## config.mk

```make
export PLATFORM = sky130hd
export DESIGN_NAME = i2c_host_frontend
export DESIGN_NICKNAME = d
export VERILOG_FILES = /design/src/rtl/i2cfe_pkg.sv /design/src/rtl/i2cfe_fifo.sv /design/src/rtl/i2cfe_irq.sv /design/src/rtl/i2c_host_frontend.sv
export SDC_FILE = /design/constraint.sdc
export NUM_CORES = 1
export LEC_CHECK = 0
export BUFFER_PORTS_ARGS = -buffer_cell sky130_fd_sc_hd__buf_2
export CORE_UTILIZATION = 57
export CTS_CLUSTER_DIAMETER = 60
export DETAILED_ROUTE_END_ITERATION = 16
export PLACE_DENSITY_LB_ADDON = 0.05
export SYNTH_ARGS = -nofsm -noshare
export SYNTH_HDL_FRONTEND = slang
export SYNTH_SLANG_ARGS = --single-unit
```

## constraint.sdc

```tcl
create_clock -name clk -period 3.4 [get_ports clk]
set_input_delay 0.51 -clock clk [delete_from_list [all_inputs] [get_ports clk]]
set_output_delay 0.51 -clock clk [all_outputs]
set_load 0.02 [all_outputs]
```

## src/rtl/i2cfe_pkg.sv

```systemverilog
package i2cfe_pkg;
  localparam logic [7:0] A_CTRL     = 8'h00;
  localparam logic [7:0] A_TARGET   = 8'h04;
  localparam logic [7:0] A_DATA     = 8'h10;
  localparam logic [7:0] A_SCL_BASE = 8'h14;
  localparam logic [7:0] A_IRQ_STAT = 8'h2C;
  localparam logic [7:0] A_IRQ_MASK = 8'h30;
  localparam logic [7:0] A_IRQ_RAW  = 8'h34;
  localparam logic [7:0] A_IRQ_CLR  = 8'h40;
  localparam logic [7:0] A_ENABLE   = 8'h6C;
  localparam logic [7:0] A_STATUS   = 8'h70;
  localparam logic [7:0] A_TX_LVL   = 8'h74;
  localparam logic [7:0] A_RX_LVL   = 8'h78;
  localparam logic [7:0] A_ABORT    = 8'h80;
  localparam logic [7:0] A_PARAM    = 8'hF4;

  localparam int NUM_SCL   = 4;
  localparam int SCL_W     = 16;
  localparam int CTRL_W    = 7;
  localparam int TARGET_W  = 10;
  localparam int CMD_W     = 9;
  localparam int IRQ_W     = 16;

  localparam int B_TX_OVER  = 3;
  localparam int B_TX_EMPTY = 4;
  localparam int B_TX_ABRT  = 6;
  localparam int B_STOP     = 9;

  localparam logic [CTRL_W-1:0] CTRL_RESET = 7'h65;
endpackage

```

## src/rtl/i2cfe_fifo.sv

```systemverilog
module i2cfe_fifo #(
  parameter int WIDTH = 8,
  parameter int DEPTH = 8
) (
  input  logic                       clk,
  input  logic                       rst,
  input  logic                       push,
  input  logic [WIDTH-1:0]           wdata,
  input  logic                       pop,
  output logic [WIDTH-1:0]           head,
  output logic                       empty,
  output logic                       full,
  output logic                       dropped,
  output logic [$clog2(DEPTH+1)-1:0] level
);
  localparam int AW = (DEPTH > 2) ? $clog2(DEPTH) : 1;
  localparam int CW = $clog2(DEPTH+1);
  localparam logic [AW-1:0] LAST = AW'(DEPTH-1);

  logic [WIDTH-1:0] mem [DEPTH];
  logic [AW-1:0]    wptr, rptr;
  logic [CW-1:0]    cnt;
  logic             do_push, do_pop;

  assign empty   = (cnt == '0);
  assign full    = (cnt == CW'(DEPTH));
  assign do_push = push && !full;
  assign do_pop  = pop && !empty;
  assign dropped = push && full;
  assign level   = cnt;
  assign head    = mem[rptr];

  always_ff @(posedge clk) begin
    if (do_push) mem[wptr] <= wdata;
  end

  always_ff @(posedge clk) begin
    if (rst) begin
      wptr <= '0;
      rptr <= '0;
      cnt  <= '0;
    end else begin
      if (do_push) wptr <= (wptr == LAST) ? '0 : wptr + 1'b1;
      if (do_pop)  rptr <= (rptr == LAST) ? '0 : rptr + 1'b1;
      case ({do_push, do_pop})
        2'b10:   cnt <= cnt + 1'b1;
        2'b01:   cnt <= cnt - 1'b1;
        default: cnt <= cnt;
      endcase
    end
  end

  // level never exceeds the depth
  p_level_bound_r3: assert property (@(posedge clk) disable iff (rst)
    cnt <= CW'(DEPTH));

  // a push into a full FIFO without a pop leaves the level unchanged
  p_no_overflow_r3: assert property (@(posedge clk) disable iff (rst)
    (full && push && !pop) |=> (cnt == $past(cnt)));
endmodule

```

## src/rtl/i2cfe_irq.sv

```systemverilog
module i2cfe_irq import i2cfe_pkg::*; #(
  parameter int ABRT_W = 16
) (
  input  logic              clk,
  input  logic              rst,
  input  logic              tx_empty,
  input  logic              over_evt,
  input  logic              abort_evt,
  input  logic [ABRT_W-1:0] abort_cause,
  input  logic              stop_evt,
  input  logic              clear,
  input  logic              mask_we,
  input  logic [IRQ_W-1:0]  mask_wdata,
  output logic [IRQ_W-1:0]  raw,
  output logic [IRQ_W-1:0]  mask,
  output logic [ABRT_W-1:0] abort_acc,
  output logic              irq
);
  logic lat_over, lat_abrt, lat_stop;

  always_comb begin
    raw             = '0;
    raw[B_TX_OVER]  = lat_over;
    raw[B_TX_EMPTY] = tx_empty;
    raw[B_TX_ABRT]  = lat_abrt;
    raw[B_STOP]     = lat_stop;
  end

  always_ff @(posedge clk) begin
    if (rst) begin
      lat_over  <= 1'b0;
      lat_abrt  <= 1'b0;
      lat_stop  <= 1'b0;
      abort_acc <= '0;
      mask      <= '0;
      irq       <= 1'b0;
    end else begin
      // new events win over a clear in the same cycle
      lat_over  <= over_evt  | (lat_over & ~clear);
      lat_abrt  <= abort_evt | (lat_abrt & ~clear);
      lat_stop  <= stop_evt  | (lat_stop & ~clear);
      abort_acc <= (clear ? '0 : abort_acc) | (abort_evt ? abort_cause : '0);
      if (mask_we) mask <= mask_wdata;
      irq <= |(raw & mask);
    end
  end

  // an abort event is visible in the raw vector on the next cycle
  p_abort_latch_r9: assert property (@(posedge clk) disable iff (rst)
    abort_evt |=> raw[B_TX_ABRT]);

  // a clear with no competing event empties the latched causes
  p_clear_r10: assert property (@(posedge clk) disable iff (rst)
    (clear && !abort_evt && !stop_evt && !over_evt) |=>
      (!lat_abrt && !lat_stop && !lat_over && abort_acc == '0));
endmodule

```

## src/rtl/i2c_host_frontend.sv

```systemverilog
module i2c_host_frontend import i2cfe_pkg::*; #(
  parameter int TX_DEPTH = 8,
  parameter int RX_DEPTH = 8,
  parameter int ABRT_W   = 16
) (
  input  logic                        clk,
  input  logic                        rst,
  input  logic                        reg_wr,
  input  logic                        reg_rd,
  input  logic [7:0]                  reg_addr,
  input  logic [31:0]                 reg_wdata,
  output logic [31:0]                 reg_rdata,
  output logic                        eng_cmd_valid,
  output logic [CMD_W-1:0]            eng_cmd_data,
  input  logic                        eng_cmd_pop,
  input  logic                        eng_rx_valid,
  input  logic [7:0]                  eng_rx_data,
  input  logic                        eng_abort,
  input  logic [ABRT_W-1:0]           eng_abort_src,
  input  logic                        eng_stop,
  input  logic                        eng_busy,
  output logic                        cfg_enable,
  output logic [CTRL_W-1:0]           cfg_ctrl,
  output logic [TARGET_W-1:0]         cfg_target,
  output logic [NUM_SCL*SCL_W-1:0]    cfg_scl_cnt,
  output logic                        irq
);
  localparam int TXL_W = $clog2(TX_DEPTH+1);
  localparam int RXL_W = $clog2(RX_DEPTH+1);
  localparam logic [31:0] PARAM_WORD =
    {8'h00, 8'(TX_DEPTH-1), 8'(RX_DEPTH-1), 8'h00};

  logic             wr_data, rd_data, rd_clr, cfg_open;
  logic [CMD_W-1:0] cmd_entry, tx_head;
  logic             tx_empty, tx_full, tx_drop;
  logic [TXL_W-1:0] tx_level;
  logic [7:0]       rx_head;
  logic             rx_empty, rx_full, rx_drop;
  logic [RXL_W-1:0] rx_level;
  logic [IRQ_W-1:0] irq_raw, irq_mask;
  logic [ABRT_W-1:0] abort_acc;
  logic [31:0]      rd_mux;

  assign wr_data  = reg_wr && (reg_addr == A_DATA);
  assign rd_data  = reg_rd && (reg_addr == A_DATA);
  assign rd_clr   = reg_rd && (reg_addr == A_IRQ_CLR);
  assign cfg_open = !cfg_enable;

  // a read request carries no payload byte
  assign cmd_entry = reg_wdata[8] ? CMD_W'(9'h100) : {1'b0, reg_wdata[7:0]};

  i2cfe_fifo #(.WIDTH(CMD_W), .DEPTH(TX_DEPTH)) u_txq (
    .clk(clk), .rst(rst), .push(wr_data), .wdata(cmd_entry),
    .pop(eng_cmd_pop && cfg_enable), .head(tx_head), .empty(tx_empty),
    .full(tx_full), .dropped(tx_drop), .level(tx_level)
  );

  i2cfe_fifo #(.WIDTH(8), .DEPTH(RX_DEPTH)) u_rxq (
    .clk(clk), .rst(rst), .push(eng_rx_valid), .wdata(eng_rx_data),
    .pop(rd_data), .head(rx_head), .empty(rx_empty),
    .full(rx_full), .dropped(rx_drop), .level(rx_level)
  );

  i2cfe_irq #(.ABRT_W(ABRT_W)) u_irq (
    .clk(clk), .rst(rst), .tx_empty(tx_empty), .over_evt(tx_drop),
    .abort_evt(eng_abort), .abort_cause(eng_abort_src), .stop_evt(eng_stop),
    .clear(rd_clr), .mask_we(reg_wr && (reg_addr == A_IRQ_MASK)),
    .mask_wdata(reg_wdata[IRQ_W-1:0]), .raw(irq_raw), .mask(irq_mask),
    .abort_acc(abort_acc), .irq(irq)
  );

  assign eng_cmd_valid = cfg_enable && !tx_empty;
  assign eng_cmd_data  = tx_head;

  // enable and the locked configuration words
  always_ff @(posedge clk) begin
    if (rst) begin
      cfg_enable <= 1'b0;
      cfg_ctrl   <= CTRL_RESET;
      cfg_target <= '0;
    end else if (reg_wr) begin
      if (reg_addr == A_ENABLE) cfg_enable <= reg_wdata[0];
      if (cfg_open && reg_addr == A_CTRL)   cfg_ctrl   <= reg_wdata[CTRL_W-1:0];
      if (cfg_open && reg_addr == A_TARGET) cfg_target <= reg_wdata[TARGET_W-1:0];
    end
  end

  // one count register per SCL phase, consecutive word offsets
  for (genvar gi = 0; gi < NUM_SCL; gi++) begin : g_scl
    localparam logic [7:0] OFS = A_SCL_BASE + 8'(4*gi);
    always_ff @(posedge clk) begin
      if (rst)
        cfg_scl_cnt[gi*SCL_W +: SCL_W] <= '0;
      else if (reg_wr && cfg_open && reg_addr == OFS)
        cfg_scl_cnt[gi*SCL_W +: SCL_W] <= reg_wdata[SCL_W-1:0];
    end
  end

  always_comb begin
    rd_mux = '0;
    case (reg_addr)
      A_CTRL:     rd_mux = 32'(cfg_ctrl);
      A_TARGET:   rd_mux = 32'(cfg_target);
      A_DATA:     rd_mux = rx_empty ? 32'h0 : 32'(rx_head);
      A_IRQ_STAT: rd_mux = 32'(irq_raw & irq_mask);
      A_IRQ_MASK: rd_mux = 32'(irq_mask);
      A_IRQ_RAW:  rd_mux = 32'(irq_raw);
      A_ENABLE:   rd_mux = 32'(cfg_enable);
      A_STATUS:   rd_mux = 32'(eng_busy);
      A_TX_LVL:   rd_mux = 32'(tx_level);
      A_RX_LVL:   rd_mux = 32'(rx_level);
      A_ABORT:    rd_mux = 32'(abort_acc);
      A_PARAM:    rd_mux = PARAM_WORD;
      default: begin
        for (int i = 0; i < NUM_SCL; i++)
          if (reg_addr == A_SCL_BASE + 8'(4*i))
            rd_mux = 32'(cfg_scl_cnt[i*SCL_W +: SCL_W]);
      end
    endcase
  end

  always_ff @(posedge clk) begin
    if (rst)         reg_rdata <= '0;
    else if (reg_rd) reg_rdata <= rd_mux;
  end

  // locked configuration does not move on a write while enabled
  p_cfg_locked_r7: assert property (@(posedge clk) disable iff (rst)
    (cfg_enable && reg_wr && (reg_addr == A_CTRL || reg_addr == A_TARGET))
      |=> ($stable(cfg_ctrl) && $stable(cfg_target)));

  // the engine is never offered an entry while disabled
  p_cmd_gate_r12: assert property (@(posedge clk) disable iff (rst)
    eng_cmd_valid |-> (cfg_enable && tx_level != '0));

  // reading an empty receive FIFO returns zero
  p_rx_empty_zero_r4: assert property (@(posedge clk) disable iff (rst)
    (rd_data && rx_level == '0) |=> (reg_rdata == 32'h0));
endmodule

```

==> Word-level counts from Yosys, hierarchy flattened <==
Memories as Yosys holds them, arrays and structs flattened. A register that Yosys moved wholly into a read port is not among the register bits.
Cells that the tools add are included.
{ "totals": {"register_bits": 170, "ramBits": 136, "input_bits": 73, "elab_cells": 121, "n_memories": 2} }
{ "classes": {"add_sub_neg": 8, "n_eq_ne": 26, "mux": 23, "bitwise": 10, "reduce_logical": 32} }
{ "memory_table": {"columns": ["memory", "words", "width", "rd", "rd_clocked_by_memory_dff", "wr", "line_no", "rtl"], "rows": [
  ["u_txq.mem", 8, 9, 1, 1, 1, "i2cfe_fifo.sv:20", "logic [WIDTH-1:0] mem [DEPTH];"],
  ["u_rxq.mem", 8, 8, 1, 1, 1, "i2cfe_fifo.sv:20", null]
]} }
{ "op_table": {"columns": ["operator", "n"], "rows": [
  ["32-bit one-hot mux with 12 select lines", 1],
  ["32-bit 2-to-1 mux", 3],
  ["16-bit 2-to-1 mux", 3],
  ["8-bit by 7-bit equality test with 1-bit output, second input constant", 5],
  ["10-bit by 16-bit bitwise AND with 16-bit output", 2],
  ["8-bit by 5-bit equality test with 1-bit output, second input constant", 4],
  ["8-bit by 6-bit equality test with 1-bit output, second input constant", 4],
  ["3-bit 2-to-1 mux", 8],
  ["1-bit logical AND", 18],
  ["8-bit equality test, second input constant", 2],
  ["16-bit bitwise OR", 1],
  ["4-bit one-hot mux with 2 select lines", 2],
  ["16-bit OR reduction", 1],
  ["3-bit by 1-bit adder with 3-bit output, second input constant", 4],
  ["3-bit equality test, second input constant", 4],
  ["9-bit 2-to-1 mux", 1],
  ["4-bit by 1-bit adder with 4-bit output, second input constant", 2],
  ["4-bit equality test, second input constant", 2],
  ["8-bit by 3-bit equality test with 1-bit output, second input constant", 1],
  ["4-bit logical NOT", 2],
  ["8-bit logical NOT", 1],
  ["8-bit 2-to-1 mux", 1],
  ["4-bit by 1-bit subtractor with 4-bit output, second input constant", 2],
  ["2-bit AND reduction", 3],
  ["8 further kinds", 22]
]} }

==> Logic depth before layout (Yosys ltp) <==
{ "logic_depth": {"word_depth": 6, "mapped_depth": 13, "depth_no_buf": 11} }

==> Cells and area by module <==
Synthesis repeated with hierarchy kept, for this count alone.
{ "hier_totals": {"hier_cells": 1196, "hier_area_um2": 13324.0} }
{ "by_module_without_submodules": {"columns": ["module", "instances", "cells_each", "area_per_inst_um2", "seq_area_each_um2"], "rows": [
  ["i2c_host_frontend", 1, 685, 5166.2, 1981.9],
  ["i2cfe_fifo (u_txq)", 1, 184, 3509.6, 2422.3],
  ["i2cfe_fifo (u_rxq)", 1, 173, 3209.3, 2182.1],
  ["i2cfe_irq", 1, 154, 1438.9, 720.7]
]} }

==> Least setup slack after synthesis <==
Ideal clock, no wire load.
{ "synth_timing": {"path_kind": "in2reg", "startpoint": "input reg_addr[6]", "endpoint": "register u_rxq.cnt[2] (netlist: u_rxq.level[2])", "setup_time_ns": 0.070, "t_arrival_ns": 2.930, "required_time_ns": 3.330, "setup_slack_ns": 0.399, "stages": 13, "path_buffers": 2, "cell_sequence": "buf_6 > or4b_4 > buf_6 > nor2_2 > nand3_1 > inv_1 > ha_1 > xor2_1 > ha_1 > a21oi_1 > xor2_1 > or3_1 > a21oi_1"} }
{ "synth_via": {"elab_chain_len": 5, "elab_cells_between_ends": 7} }
{ "synth_rtl": {"columns": ["item", "line_no", "rtl"], "rows": [
  ["start, declared", "i2c_host_frontend.sv:10", "input logic [7:0] reg_addr,"],
  ["8-bit by 5-bit equality test with 1-bit output *", "i2c_host_frontend.sv:45", "assign rd_data = reg_rd && (reg_addr == A_DATA);"],
  ["1-bit logical AND *", "i2c_host_frontend.sv:45", null],
  ["1-bit logical AND *", "i2cfe_fifo.sv:28", "assign do_pop = pop && !empty;"],
  ["2-bit by 1-bit equality test with 1-bit output or 2-bit equality test (tied branches)", "i2cfe_fifo.sv:45", "case ({do_push, do_pop})"],
  ["4-bit one-hot mux with 2 select lines or 2-bit nonzero test (tied branches)", null, null],
  ["end signal, assigned", "i2cfe_fifo.sv:46", "2'b10: cnt <= cnt + 1'b1;"],
  ["end signal, assigned", "i2cfe_fifo.sv:47", "2'b01: cnt <= cnt - 1'b1;"],
  ["end signal, assigned", "i2cfe_fifo.sv:48", "default: cnt <= cnt;"],
  ["end, declared", "i2cfe_fifo.sv:22", "logic [CW-1:0] cnt;"]
]} }
Every way passes the cells marked *; elsewhere a longest branch is shown, timed or not.
A chain may end at the register's enable or synchronous reset.

==> flow_summary.toml <==
[worst_hold_path]
hold_depth = 3
hold_path.class = "in2reg"

[clock_network]
cts-buffers-inserted = 30
ctsHoldBuffers = 0
clk_pin_slew_ns = 0.06
cts_setup_buffers = 0
cts_resized = 0
clk_latency_ns = 0.54
tritoncts = "yes"
htree_num_levels = 1
clock-root-buffer = "clkbuf_16"
clockBufferDepth = 3
cts_sinks = 297

[finish]
regArea_um2 = 7310
final_cells = 1592
fin_util_pct = 68.1
n_fill_cell = 1680
mostFrequentLayoutCell = "buf_2"
multi_input_area_um2 = 4940
nets = 1374
area_delta_synth_final_pct = 17.2
finalInstanceArea_um2 = 14900
drive_gt1_share_pct = 25.0
final_cell_mix = "buf_2 (167), dfxtp_1 (161), nand2_1 (157)"

[logic_synthesis]
synth_cell_types = 68
synth_flop_cell = "dfxtp_1"
yosysWarnings = 0
synth_top_cell_by_area = "edfxtp_1"
postSynthCellCount = 1121
ys_async_sr_fraction_pct = 0
synth-edff-count = 136
synthTopCellsByArea = "edfxtp_1 (32%), dfxtp_1 (25%), mux4_2 (6.0%)"
synth.avg_cell_area_um2 = 11.3
synth_top_area_share_pct = 32.2
syn-cell-area_um2 = 12700
synth_seq_area_share_pct = 57.6
synth_seq_cells = 297

[route]
first_pass_iters = 6
ant_nets = 0
via_per_inst = 5.92
wl_per_cell_um = 21.0
routed_wl_um = 33500
drt_iter0_drc = 759
vias = 9431
drc = 0

[floorplanning]
num_rows = 54
ios = 198
fp.dieH_um = 151
core_um2 = 21800
initial_core_util_pct = 58.1
dieArea_um2 = 22800
dieWidth_um = 151

[critical_path]
regToRegSetupSlack_ns = 0.76
start_kind = "flip-flop"
crit_end = "eng_cmd_data[0]"
rr_worst_depth = 12
cp.required_ns = 2.89
r2r-end = "u_txq.level[2]"
crit_type = "reg2out"
reg2reg_from = "u_txq.level[0]"
crit_arrival_ns = 2.26
crit_path_end_kind = "output pin"
critPathMaxFanout = 18

[power]
switchingPower_mw = 1.60
p_clk_share_pct = 45.2
p_seq_share_pct = 50.0
p_sw_share_pct = 21.0
power_leakage_nw = 5.76
ir_drop_mv = 0.414
power_frac_comb_pct = 4.7
cell_internal_pwr_mw = 6.01
powerDensity_nw_per_um2 = 512

[sta]
slew_violations = 0
clock.fmax_mhz = 361
hold_ws_ns = 0.169
tns_ns = 0
tightest_slew_ns = 1.03
rsz0062_at_grt = "no"
hold_viol = 0
setup_viol = 0
period_minus_slack_ns = 2.77
period_share_pct = 81.6
fin_skew_ns = 0.0118
slew_headroom_pct = 31.5

[placed_design]
place_hpwl_um = 23000
place_congestion = 0.917
placedCellCount = 1535
io_buffers = 168
placed_area_um2 = 13800

[global_routing]
grt_pass1_vias = 8602
antenna_found_initial = 0
track_usage_pct = 29.4
globalRoute.totalOverflow = 0
grt_max_degree = 77
grt_pass1_wl_um = 49800

[outcome]
status = "completed"

[job]
cap_violations = 0
-- kinds of logic after synthesis --
kind of cell	Yosys count	share of synthesized area [%]
and+or+nand+nor	387	14.2
AOI/OAI and AO/OA	208	10.3
buffers and inverters	97	3.82
muxes	109	12.2
other	1	0.0296
adders and majority gates	14	1.38
xor gates and xnor gates	8	0.553
DFF	297	57.6
-- how the worst min path moves through the flow --
stage,slack [ns],end,start
3_5_place_dp,0.45,u_irq.mask[5],u_irq.mask[5]
5_1_grt,0.18,u_irq.lat_stop,eng_stop
3_3_place_gp,0.44,u_irq.mask[5],u_irq.mask[5]
6_report,0.17,u_irq.lat_stop,eng_stop
4_1_cts,0.16,u_irq.lat_stop,eng_stop
2_1_floorplan,0.43,u_irq.mask[5],u_irq.mask[5]
-- state kept, by name (all words and copies together) (netlist names), named ones only --
signal / cells
cfg_ctrl: 7
cfg_enable: 1
cfg_scl_cnt: 64
cfg_target: 10
reg_rdata: 17
u_irq.abort_acc: 16
u_irq.irq: 1
u_irq.lat_abrt: 1
u_irq.lat_over: 1
u_irq.lat_stop: 1
u_irq.mask: 16
u_rxq.level: 4
u_rxq.mem: 64
u_rxq.rptr: 3
u_rxq.wptr: 3
u_txq.level: 4
u_txq.mem: 72
u_txq.rptr: 3
u_txq.wptr: 3
-- power groups by stage --
stage               clock network [mW]  logic, mW  registers (mW)
floorplan                            0      0.214            3.88
CTS                               3.49      0.356            3.81
finish                            3.44      0.360            3.81
detailed placement                   0      0.355            3.88
global route                      3.63      0.386            3.81
global placement                     0      0.351            3.88
-- routing by layer --
| metal | routed length, µm | track usage [%] | vias to the layer above |
|---|---|---|---|
| li1 | - | - | 4414 |
| met1 | 14200 | 41.7 | 4519 |
| met2 | 15400 | 46.5 | 434 |
| met3 | 3070 | 5.18 | 64 |
| met4 | 839 | 7.70 | 0 |
| met5 | 0 | 0 | - |
-- worst max-delay path, stage by stage (launching register included) --
cell	delay (ns)
dfxtp_1	0.86
mux4_2	0.41
mux2_2	0.29
buf_2	0.16
-- through the flow --
stage / power [mW] / setup WS (ns)
floorplan: 4.09 / 0.399
global placement: 4.23 / 0.353
detailed placement: 4.24 / 0.323
CTS: 7.65 / 0.570
global route: 7.82 / 0.528
finish: 7.61 / 0.627
-- cell type report --
class / count / share of cell area, %
Sequential cell: 297 / 49.2
Multi-Input combinational cell: 739 / 33.2
Timing Repair Buffer: 215 / 8.13
Clock buffer: 42 / 5.77
Tap cell: 280 / 2.36
Clock inverter: 13 / 1.25
Inverter: 4 / 0.101
Antenna cell: 2 / 0.0337
-- cell usage after synthesis (3+ instances only) --
| library cell | count |
|---|---|
| nand2b_1 | 11 |
| nor4bb_1 | 4 |
| dfxtp_1 | 161 |
| ha_1 | 14 |
| a22oi_1 | 31 |
| a211oi_1 | 8 |
| o32ai_1 | 4 |
| a21oi_1 | 99 |
| a311oi_1 | 4 |
| nor4b_1 | 3 |
| buf_4 | 16 |
| mux2_2 | 20 |
| a2111oi_0 | 4 |
| o22ai_1 | 5 |
| and2_1 | 4 |
| inv_1 | 4 |
| nor2b_1 | 11 |
| or3_1 | 4 |
| nor2_1 | 108 |
| clkbuf_1 | 49 |
| nor3b_1 | 3 |
| a22o_1 | 5 |
| a21o_1 | 3 |
| mux2i_1 | 55 |
| nor3_1 | 23 |
| buf_1 | 5 |
| buf_2 | 18 |
| xor2_1 | 6 |
| buf_6 | 5 |
| nand2_1 | 157 |
| a221oi_1 | 4 |
| o21ai_0 | 18 |
| nand3b_1 | 4 |
| a31oi_1 | 6 |
| nor4_1 | 10 |
| nand4_1 | 4 |
| mux4_2 | 34 |
| edfxtp_1 | 136 |
| nand3_1 | 23 |
Note: power is estimated with default switching activity, not from simulation.
